### config.mk
export PLATFORM = sky130hd
export DESIGN_NAME = adcfe_top
export DESIGN_NICKNAME = d
export VERILOG_FILES = /design/src/rtl/adcfe_pkg.sv /design/src/rtl/adcfe_power.sv /design/src/rtl/adcfe_conv.sv /design/src/rtl/adcfe_top.sv
export SDC_FILE = /design/constraint.sdc
export NUM_CORES = 1
export LEC_CHECK = 0
export ABC_AREA = 1
export BUFFER_PORTS_ARGS = -buffer_cell sky130_fd_sc_hd__buf_2
export CAP_MARGIN = 20
export CORE_UTILIZATION = 52
export CTS_CLUSTER_DIAMETER = 120
export DETAILED_ROUTE_END_ITERATION = 6
export PLACE_DENSITY = 0.76
export SLEW_MARGIN = 20
export SYNTH_ARGS = -nofsm -noshare
export SYNTH_HDL_FRONTEND = slang
export SYNTH_HIERARCHICAL = 1
export SYNTH_SLANG_ARGS = --single-unit
### constraint.sdc
create_clock -name clk -period 1.4 [get_ports clk]
set_input_delay 0.07 -clock clk [delete_from_list [all_inputs] [get_ports clk]]
set_output_delay 0.07 -clock clk [all_outputs]
set_load 0.01 [all_outputs]
### src/rtl/adcfe_pkg.sv
package adcfe_pkg;
  typedef enum logic [2:0] {
    PW_DEEP, PW_OFF, PW_REGWAIT, PW_REGON, PW_ENWAIT, PW_READY
  } pwr_state_e;

  localparam logic [7:0] OFS_STATUS = 8'h00;
  localparam logic [7:0] OFS_CTRL   = 8'h08;
  localparam logic [7:0] OFS_CFG    = 8'h0C;
  localparam logic [7:0] OFS_SMP1   = 8'h14;
  localparam logic [7:0] OFS_SMP2   = 8'h18;
  localparam logic [7:0] OFS_PRESEL = 8'h1C;
  localparam logic [7:0] OFS_SEQ    = 8'h30;
  localparam logic [7:0] OFS_DATA   = 8'h40;
  localparam logic [7:0] OFS_DIFF   = 8'hC0;

  localparam int CB_EN    = 0;
  localparam int CB_DIS   = 1;
  localparam int CB_START = 2;
  localparam int CB_BOOST = 8;
  localparam int CB_REGEN = 28;
  localparam int CB_DEEP  = 29;

  localparam int SB_RDY    = 0;
  localparam int SB_EOC    = 2;
  localparam int SB_REGRDY = 12;

  localparam int SEQ_CH_LSB = 6;
  localparam int SEQ_LEN_W  = 4;
  localparam int SMP_W      = 30;
endpackage

### src/rtl/adcfe_power.sv
module adcfe_power
  import adcfe_pkg::*;
#(
  parameter int REG_DLY = 40,
  parameter int EN_DLY  = 20
) (
  input  logic       clk,
  input  logic       rst_n,
  input  logic       ctl_wr,
  input  logic       w_deep,
  input  logic       w_regen,
  input  logic       w_en,
  input  logic       w_dis,
  output pwr_state_e state
);
  localparam int MAXD  = (REG_DLY > EN_DLY) ? REG_DLY : EN_DLY;
  localparam int CNT_W = $clog2(MAXD + 1);

  pwr_state_e nxt;
  logic [CNT_W-1:0] cnt;

  always_comb begin
    nxt = state;
    case (state)
      PW_REGWAIT: if (cnt == CNT_W'(REG_DLY - 1)) nxt = PW_REGON;
      PW_ENWAIT:  if (cnt == CNT_W'(EN_DLY - 1))  nxt = PW_READY;
      default: ;
    endcase
    if (ctl_wr) begin
      if (w_deep)                nxt = PW_DEEP;
      else if (state == PW_DEEP) nxt = PW_OFF;
      else if (!w_regen)         nxt = PW_OFF;
      else begin
        case (state)
          PW_OFF:   nxt = PW_REGWAIT;
          PW_REGON: if (w_en) nxt = PW_ENWAIT;
          PW_ENWAIT, PW_READY: if (w_dis) nxt = PW_REGON;
          default: ;
        endcase
      end
    end
  end

  always_ff @(posedge clk or negedge rst_n) begin
    if (!rst_n) begin
      state <= PW_DEEP;
      cnt   <= '0;
    end else begin
      state <= nxt;
      if (nxt != state) cnt <= '0;
      else if (state == PW_REGWAIT || state == PW_ENWAIT) cnt <= cnt + 1'b1;
    end
  end

  assert_deep_entry_R2: assert property (@(posedge clk) disable iff (!rst_n)
    (ctl_wr && w_deep) |=> (state == PW_DEEP));

  assert_leave_deep_R3: assert property (@(posedge clk) disable iff (!rst_n)
    ($past(state) == PW_DEEP && state != PW_DEEP) |-> (state == PW_OFF));

  assert_regon_pred_R4: assert property (@(posedge clk) disable iff (!rst_n)
    (state == PW_REGON) |-> ($past(state) inside {PW_REGWAIT, PW_REGON, PW_ENWAIT, PW_READY}));

  assert_staged_enable_R5: assert property (@(posedge clk) disable iff (!rst_n)
    (state == PW_ENWAIT && $past(state) != PW_ENWAIT) |-> ($past(state) == PW_REGON));
endmodule

### src/rtl/adcfe_conv.sv
module adcfe_conv #(
  parameter int CONV_CYC = 16,
  parameter int DATA_W   = 16
) (
  input  logic              clk,
  input  logic              rst_n,
  input  logic              adc_ready,
  input  logic              start_ok,
  input  logic              data_rd,
  input  logic [DATA_W-1:0] sample_in,
  output logic              busy,
  output logic              eoc,
  output logic [DATA_W-1:0] data_q
);
  localparam int CNT_W = $clog2(CONV_CYC + 1);

  logic [CNT_W-1:0] cnt;
  logic             done;

  assign done = busy && adc_ready && (cnt == CNT_W'(CONV_CYC - 1));

  always_ff @(posedge clk or negedge rst_n) begin
    if (!rst_n) begin
      busy   <= 1'b0;
      cnt    <= '0;
      eoc    <= 1'b0;
      data_q <= '0;
    end else begin
      if (!busy) begin
        if (start_ok && adc_ready) begin
          busy <= 1'b1;
          cnt  <= '0;
        end
      end else if (!adc_ready || done) begin
        busy <= 1'b0;
      end else begin
        cnt <= cnt + 1'b1;
      end
      if (done) begin
        eoc    <= 1'b1;
        data_q <= sample_in;
      end else if (data_rd) begin
        eoc <= 1'b0;
      end
    end
  end

  assert_eoc_from_conv_R6: assert property (@(posedge clk) disable iff (!rst_n)
    $rose(eoc) |-> $past(busy));

  assert_read_clears_R7: assert property (@(posedge clk) disable iff (!rst_n)
    (data_rd && !busy) |=> !eoc);

  assert_start_gated_R8: assert property (@(posedge clk) disable iff (!rst_n)
    $rose(busy) |-> $past(adc_ready && start_ok));
endmodule

### src/rtl/adcfe_top.sv
module adcfe_top
  import adcfe_pkg::*;
#(
  parameter int NUM_CH   = 20,
  parameter int DATA_W   = 16,
  parameter int REG_DLY  = 40,
  parameter int EN_DLY   = 20,
  parameter int CONV_CYC = 16,
  localparam int CH_W    = $clog2(NUM_CH)
) (
  input  logic              clk,
  input  logic              rst_n,
  input  logic              bus_sel,
  input  logic              bus_wr,
  input  logic [7:0]        bus_addr,
  input  logic [31:0]       bus_wdata,
  output logic [31:0]       bus_rdata,
  output logic [CH_W-1:0]   conv_chan,
  output logic              conv_active,
  input  logic [DATA_W-1:0] conv_sample
);
  localparam int MASK_W = 1 << CH_W;

  pwr_state_e       pw_state;
  logic             wr_any, ctl_wr, start_ok, data_rd;
  logic             conv_eoc;
  logic [DATA_W-1:0] data_q;
  logic [3:0]       cfg_q;
  logic [SMP_W-1:0] smp_q [2];
  logic [NUM_CH-1:0] presel_q, diff_q;
  logic [MASK_W-1:0] presel_ext;
  logic [CH_W-1:0]  seq_ch_q;
  logic [SEQ_LEN_W-1:0] seq_len_q;
  logic             boost_q;
  logic             st_ready, st_regrdy, st_en, st_regen;
  logic             unused_wbits;

  assign unused_wbits = ^bus_wdata[31:30];

  assign wr_any  = bus_sel && bus_wr;
  assign ctl_wr  = wr_any && (bus_addr == OFS_CTRL);
  assign data_rd = bus_sel && !bus_wr && (bus_addr == OFS_DATA);
  assign presel_ext = MASK_W'(presel_q);
  assign start_ok = ctl_wr && bus_wdata[CB_START] && bus_wdata[CB_REGEN] &&
                    !bus_wdata[CB_DEEP] && !bus_wdata[CB_DIS] && presel_ext[seq_ch_q];

  assign st_ready  = (pw_state == PW_READY);
  assign st_regrdy = pw_state inside {PW_REGON, PW_ENWAIT, PW_READY};
  assign st_en     = pw_state inside {PW_ENWAIT, PW_READY};
  assign st_regen  = pw_state inside {PW_REGWAIT, PW_REGON, PW_ENWAIT, PW_READY};

  adcfe_power #(.REG_DLY(REG_DLY), .EN_DLY(EN_DLY)) u_power (
    .clk     (clk),
    .rst_n   (rst_n),
    .ctl_wr  (ctl_wr),
    .w_deep  (bus_wdata[CB_DEEP]),
    .w_regen (bus_wdata[CB_REGEN]),
    .w_en    (bus_wdata[CB_EN]),
    .w_dis   (bus_wdata[CB_DIS]),
    .state   (pw_state)
  );

  adcfe_conv #(.CONV_CYC(CONV_CYC), .DATA_W(DATA_W)) u_conv (
    .clk       (clk),
    .rst_n     (rst_n),
    .adc_ready (st_ready),
    .start_ok  (start_ok),
    .data_rd   (data_rd),
    .sample_in (conv_sample),
    .busy      (conv_active),
    .eoc       (conv_eoc),
    .data_q    (data_q)
  );

  assign conv_chan = seq_ch_q;

  // Two sample-time words share one layout
  for (genvar gi = 0; gi < 2; gi++) begin : g_smp
    localparam logic [7:0] OFS = (gi == 0) ? OFS_SMP1 : OFS_SMP2;
    always_ff @(posedge clk or negedge rst_n) begin
      if (!rst_n) smp_q[gi] <= '0;
      else if (wr_any && bus_addr == OFS) smp_q[gi] <= bus_wdata[SMP_W-1:0];
    end
  end

  always_ff @(posedge clk or negedge rst_n) begin
    if (!rst_n) begin
      cfg_q     <= '0;
      presel_q  <= '0;
      diff_q    <= '0;
      seq_ch_q  <= '0;
      seq_len_q <= '0;
      boost_q   <= 1'b0;
    end else if (wr_any) begin
      case (bus_addr)
        OFS_CFG:    cfg_q    <= {bus_wdata[11:10], bus_wdata[1:0]};
        OFS_PRESEL: presel_q <= bus_wdata[NUM_CH-1:0];
        OFS_DIFF:   diff_q   <= bus_wdata[NUM_CH-1:0];
        OFS_SEQ: begin
          seq_ch_q  <= bus_wdata[SEQ_CH_LSB +: CH_W];
          seq_len_q <= bus_wdata[SEQ_LEN_W-1:0];
        end
        OFS_CTRL:   boost_q  <= bus_wdata[CB_BOOST] && !bus_wdata[CB_DEEP];
        default: ;
      endcase
    end
  end

  always_comb begin
    bus_rdata = '0;
    case (bus_addr)
      OFS_STATUS: begin
        bus_rdata[SB_RDY]    = st_ready;
        bus_rdata[SB_EOC]    = conv_eoc;
        bus_rdata[SB_REGRDY] = st_regrdy;
      end
      OFS_CTRL: begin
        bus_rdata[CB_EN]    = st_en;
        bus_rdata[CB_START] = conv_active;
        bus_rdata[CB_BOOST] = boost_q;
        bus_rdata[CB_REGEN] = st_regen;
        bus_rdata[CB_DEEP]  = (pw_state == PW_DEEP);
      end
      OFS_CFG:    bus_rdata = {20'd0, cfg_q[3:2], 8'd0, cfg_q[1:0]};
      OFS_SMP1:   bus_rdata = 32'(smp_q[0]);
      OFS_SMP2:   bus_rdata = 32'(smp_q[1]);
      OFS_PRESEL: bus_rdata = 32'(presel_q);
      OFS_DIFF:   bus_rdata = 32'(diff_q);
      OFS_SEQ: begin
        bus_rdata[SEQ_CH_LSB +: CH_W]  = seq_ch_q;
        bus_rdata[SEQ_LEN_W-1:0]       = seq_len_q;
      end
      OFS_DATA:   bus_rdata = 32'(data_q);
      default: ;
    endcase
  end

  assert_unselected_idle_R8: assert property (@(posedge clk) disable iff (!rst_n)
    (ctl_wr && bus_wdata[CB_START] && !presel_ext[seq_ch_q] && !conv_active) |=> !conv_active);

  assert_deep_no_boost_R2: assert property (@(posedge clk) disable iff (!rst_n)
    (ctl_wr && bus_wdata[CB_DEEP]) |=> (!boost_q && !st_regrdy));
endmodule

==> metrics.csv <==
metric;value;unit
antenna_found_initial;0;
post_drt_via_cell_ratio;5.80;
cp_data_arrival_time;2350;ps
wirelength;28400;um
holdWs;36.9;ps
design.core.area;13400;um2
area_delta_synth_final;59.4;%
dp_cells;1281;
finalWorstSetupSlack;-584;ps
synth_top_cell_area_share;50.6;%
violations;negative setup slack;
initial_core_util;53.9;%
drv_cap;0;
required;1770;ps
post_drt_wl_per_cell;20.2;um
route.detailed.drc;0;
hold_depth;3;
yosysUniqueCellTypes;38;
stdcell_count;1406;
path_class;flip-flop to flip-flop;
fillers;653;
first_global_vias;7848;
synth_top_area_cell;dfrtp_1;
fin_skew;11.5;ps
min_period;1980;ps
cts_root_buf;clkbuf_16;
avgSynthCellArea;7.74;um2
cts_buffers;17;
grt-ovfl-total;0;
grt_usage;36.2;%
gp_congestion;0.932;
pre_cts_ws;-423;ps
pwr_density_cell;1010;nW/um2
status;complete, but fails checks;
end_kind;flip-flop;
grt_max_degree;66;
synth_area_leaders;dfrtp_1 (51%), nand2_1 (16%), o21ai_1 (9.2%);
std_cell_rows;42;
cts_sinks;146;
cp-start-kind;flip-flop;
fmax;504;MHz
ys.warnings.count;6;
setup_violations;61;
hold_class;primary input to flip-flop;
slew_viol_final;0;
ios;98;
r2r-start;conv_chan[0];
rrSetupSlack;-580;ps
dr.first_iter.drc_count;900;
die_w;120;um
grt_pass1_wl;39300;um
period_share;142;%
dr.pass1.iters;6;
syn_inst;932;
rr_endpoint;u_conv/cnt[2];
leakagePower;5.93;nW
min_from;bus_wdata[10];
layout.nets;1280;
dieArea;14400;um2
worst-path-max-fanout;5;
rsz0062_at_grt;true;
die_h;120;um
ys_ff_latch;146;
clk_pin_slew;60;ps
worstHoldEndpoint;smp_q[40];
n_antenna_cell;0;
ir_drop;1.26;mV
htreeDepth;4;
worst_r2r_path_depth;12;
synth_seq_area_share;50.6;%
finalHoldViolations;0;
synth_area;7220;um2
clk_latency;430;ps
ant_nets;0;
via_count;8157;
mostFrequentLayoutCells;nand2_1 (229), dfrtp_1 (142), o21ai_1 (107);
cts_tree;done;
layout-drive-gt1-share;40.2;%
clockBufferDepth;2;
io_buffers;93;
place.detailed.hpwl;13700;um
mostFrequentLayoutCell;nand2_1;
cells in the mapped netlist, drive strengths merged:
cell type / number
ha: 3
nand3b: 2
a22o: 8
a21o: 1
clkbuf: 8
clkinv: 3
mux2i: 1
nor2: 82
dfrtp: 146
nand3: 55
a21oi: 17
nor3: 7
nand4: 10
o211ai: 2
nand2: 309
o22ai: 1
xor2: 4
xnor2: 1
buf: 29
conb: 1
and3: 1
inv: 105
nor3b: 1
o21ai: 135
metal layers:
layer,vias up,track usage (%),part of all wire (%)
li1,3538,-,-
met4,0,17.3,5.9
met1,3885,45.0,36
met3,156,6.08,8.3
met2,578,61.3,49
met5,-,0,0
registers in the layout (all words and copies together) (netlist names):
signal	count
smp_q	60
cfg_q	4
u_conv/data_q	16
u_power/state	3
u_power/cnt	6
u_conv/eoc	1
diff_q	20
seq_len_q	4
presel_q	20
boost_q	1
u_conv/cnt	5
conv_chan	5
u_conv/busy	1
area by class of cell:
cell class	instances	area [um2]	area share (%)
clock inverters	12	249	2.16
well taps	176	220	1.91
flip-flops and latches	146	3660	31.8
inverters	108	439	3.82
clock buffers	20	467	4.06
repair inverters	1	5.00	0.0435
multi-input cells	642	3740	32.5
repair buffers	301	2730	23.7
power breakdown:
| group | switching, mW | internal (mW) |
|---|---|---|
| clock | 1.89 | 3.68 |
| combinational | 0.787 | 0.690 |
| sequential | 0.157 | 4.40 |
| total | 2.83 | 8.77 |
cell families after synthesis:
group | after synthesis | synth area share [%]
other | 1 | 0.0520
AOI/OAI and AO/OA | 164 | 12.1
buffers and inverters | 145 | 8.42
DFF | 146 | 50.6
xor gates and xnor gates | 5 | 0.607
muxes | 1 | 0.139
adders and majority gates | 3 | 0.520
and+or+nand+nor | 467 | 27.6
per-stage QoR:
| step | power, mW | utilization (%) | instance area [um2] | setup TNS (ps) |
|---|---|---|---|---|
| after CTS | 11.2 | 81.2 | 10900 | -5930 |
| after floorplan | 5.03 | - | 7300 | -1300 |
| final | 11.6 | 85.9 | 11500 | -13850 |
| after detailed placement | 5.56 | 66.0 | 8840 | -21350 |
| after global routing | 11.9 | 85.9 | 11500 | -16660 |
| after global placement | 5.51 | 66.0 | 8840 | -19040 |
worst max path at each step:
stage / cells past startpoint / startpoint / slack, ps / to
2_1_floorplan: 14 / bus_addr[7] / -170 / u_power/cnt[1]
3_3_place_gp: 11 / conv_chan[0] / -360 / u_conv/cnt[4]
5_1_grt: 12 / conv_chan[0] / -640 / u_conv/cnt[2]
6_report: 12 / conv_chan[0] / -580 / u_conv/cnt[2]
3_5_place_dp: 12 / conv_chan[0] / -420 / u_conv/cnt[2]
4_1_cts: 12 / conv_chan[0] / -320 / u_conv/cnt[2]
worst max-delay path, cell delays in order (launching register included):
cell      delay (ps)
dfrtp_2          460
buf_6            150
nand2_4           50
nand3_2           80
nand2_2           90
nand2_2           60
a21oi_2          150
nand2_1          100
nor2_2           190
nand3b_1         250
nand2_2          180
nand3_2           80
nand2_1           70
what timing repair did:
action	4_1_cts	5_1_grt
pin swaps	56	55
resized for setup	149	138
endpoints found under the hold margin	242	0
hold buffers	45	0
setup buffers	29	21
gates cloned	6	1
setup endpoints to repair	60	60
(Power assumes the default switching activity.)
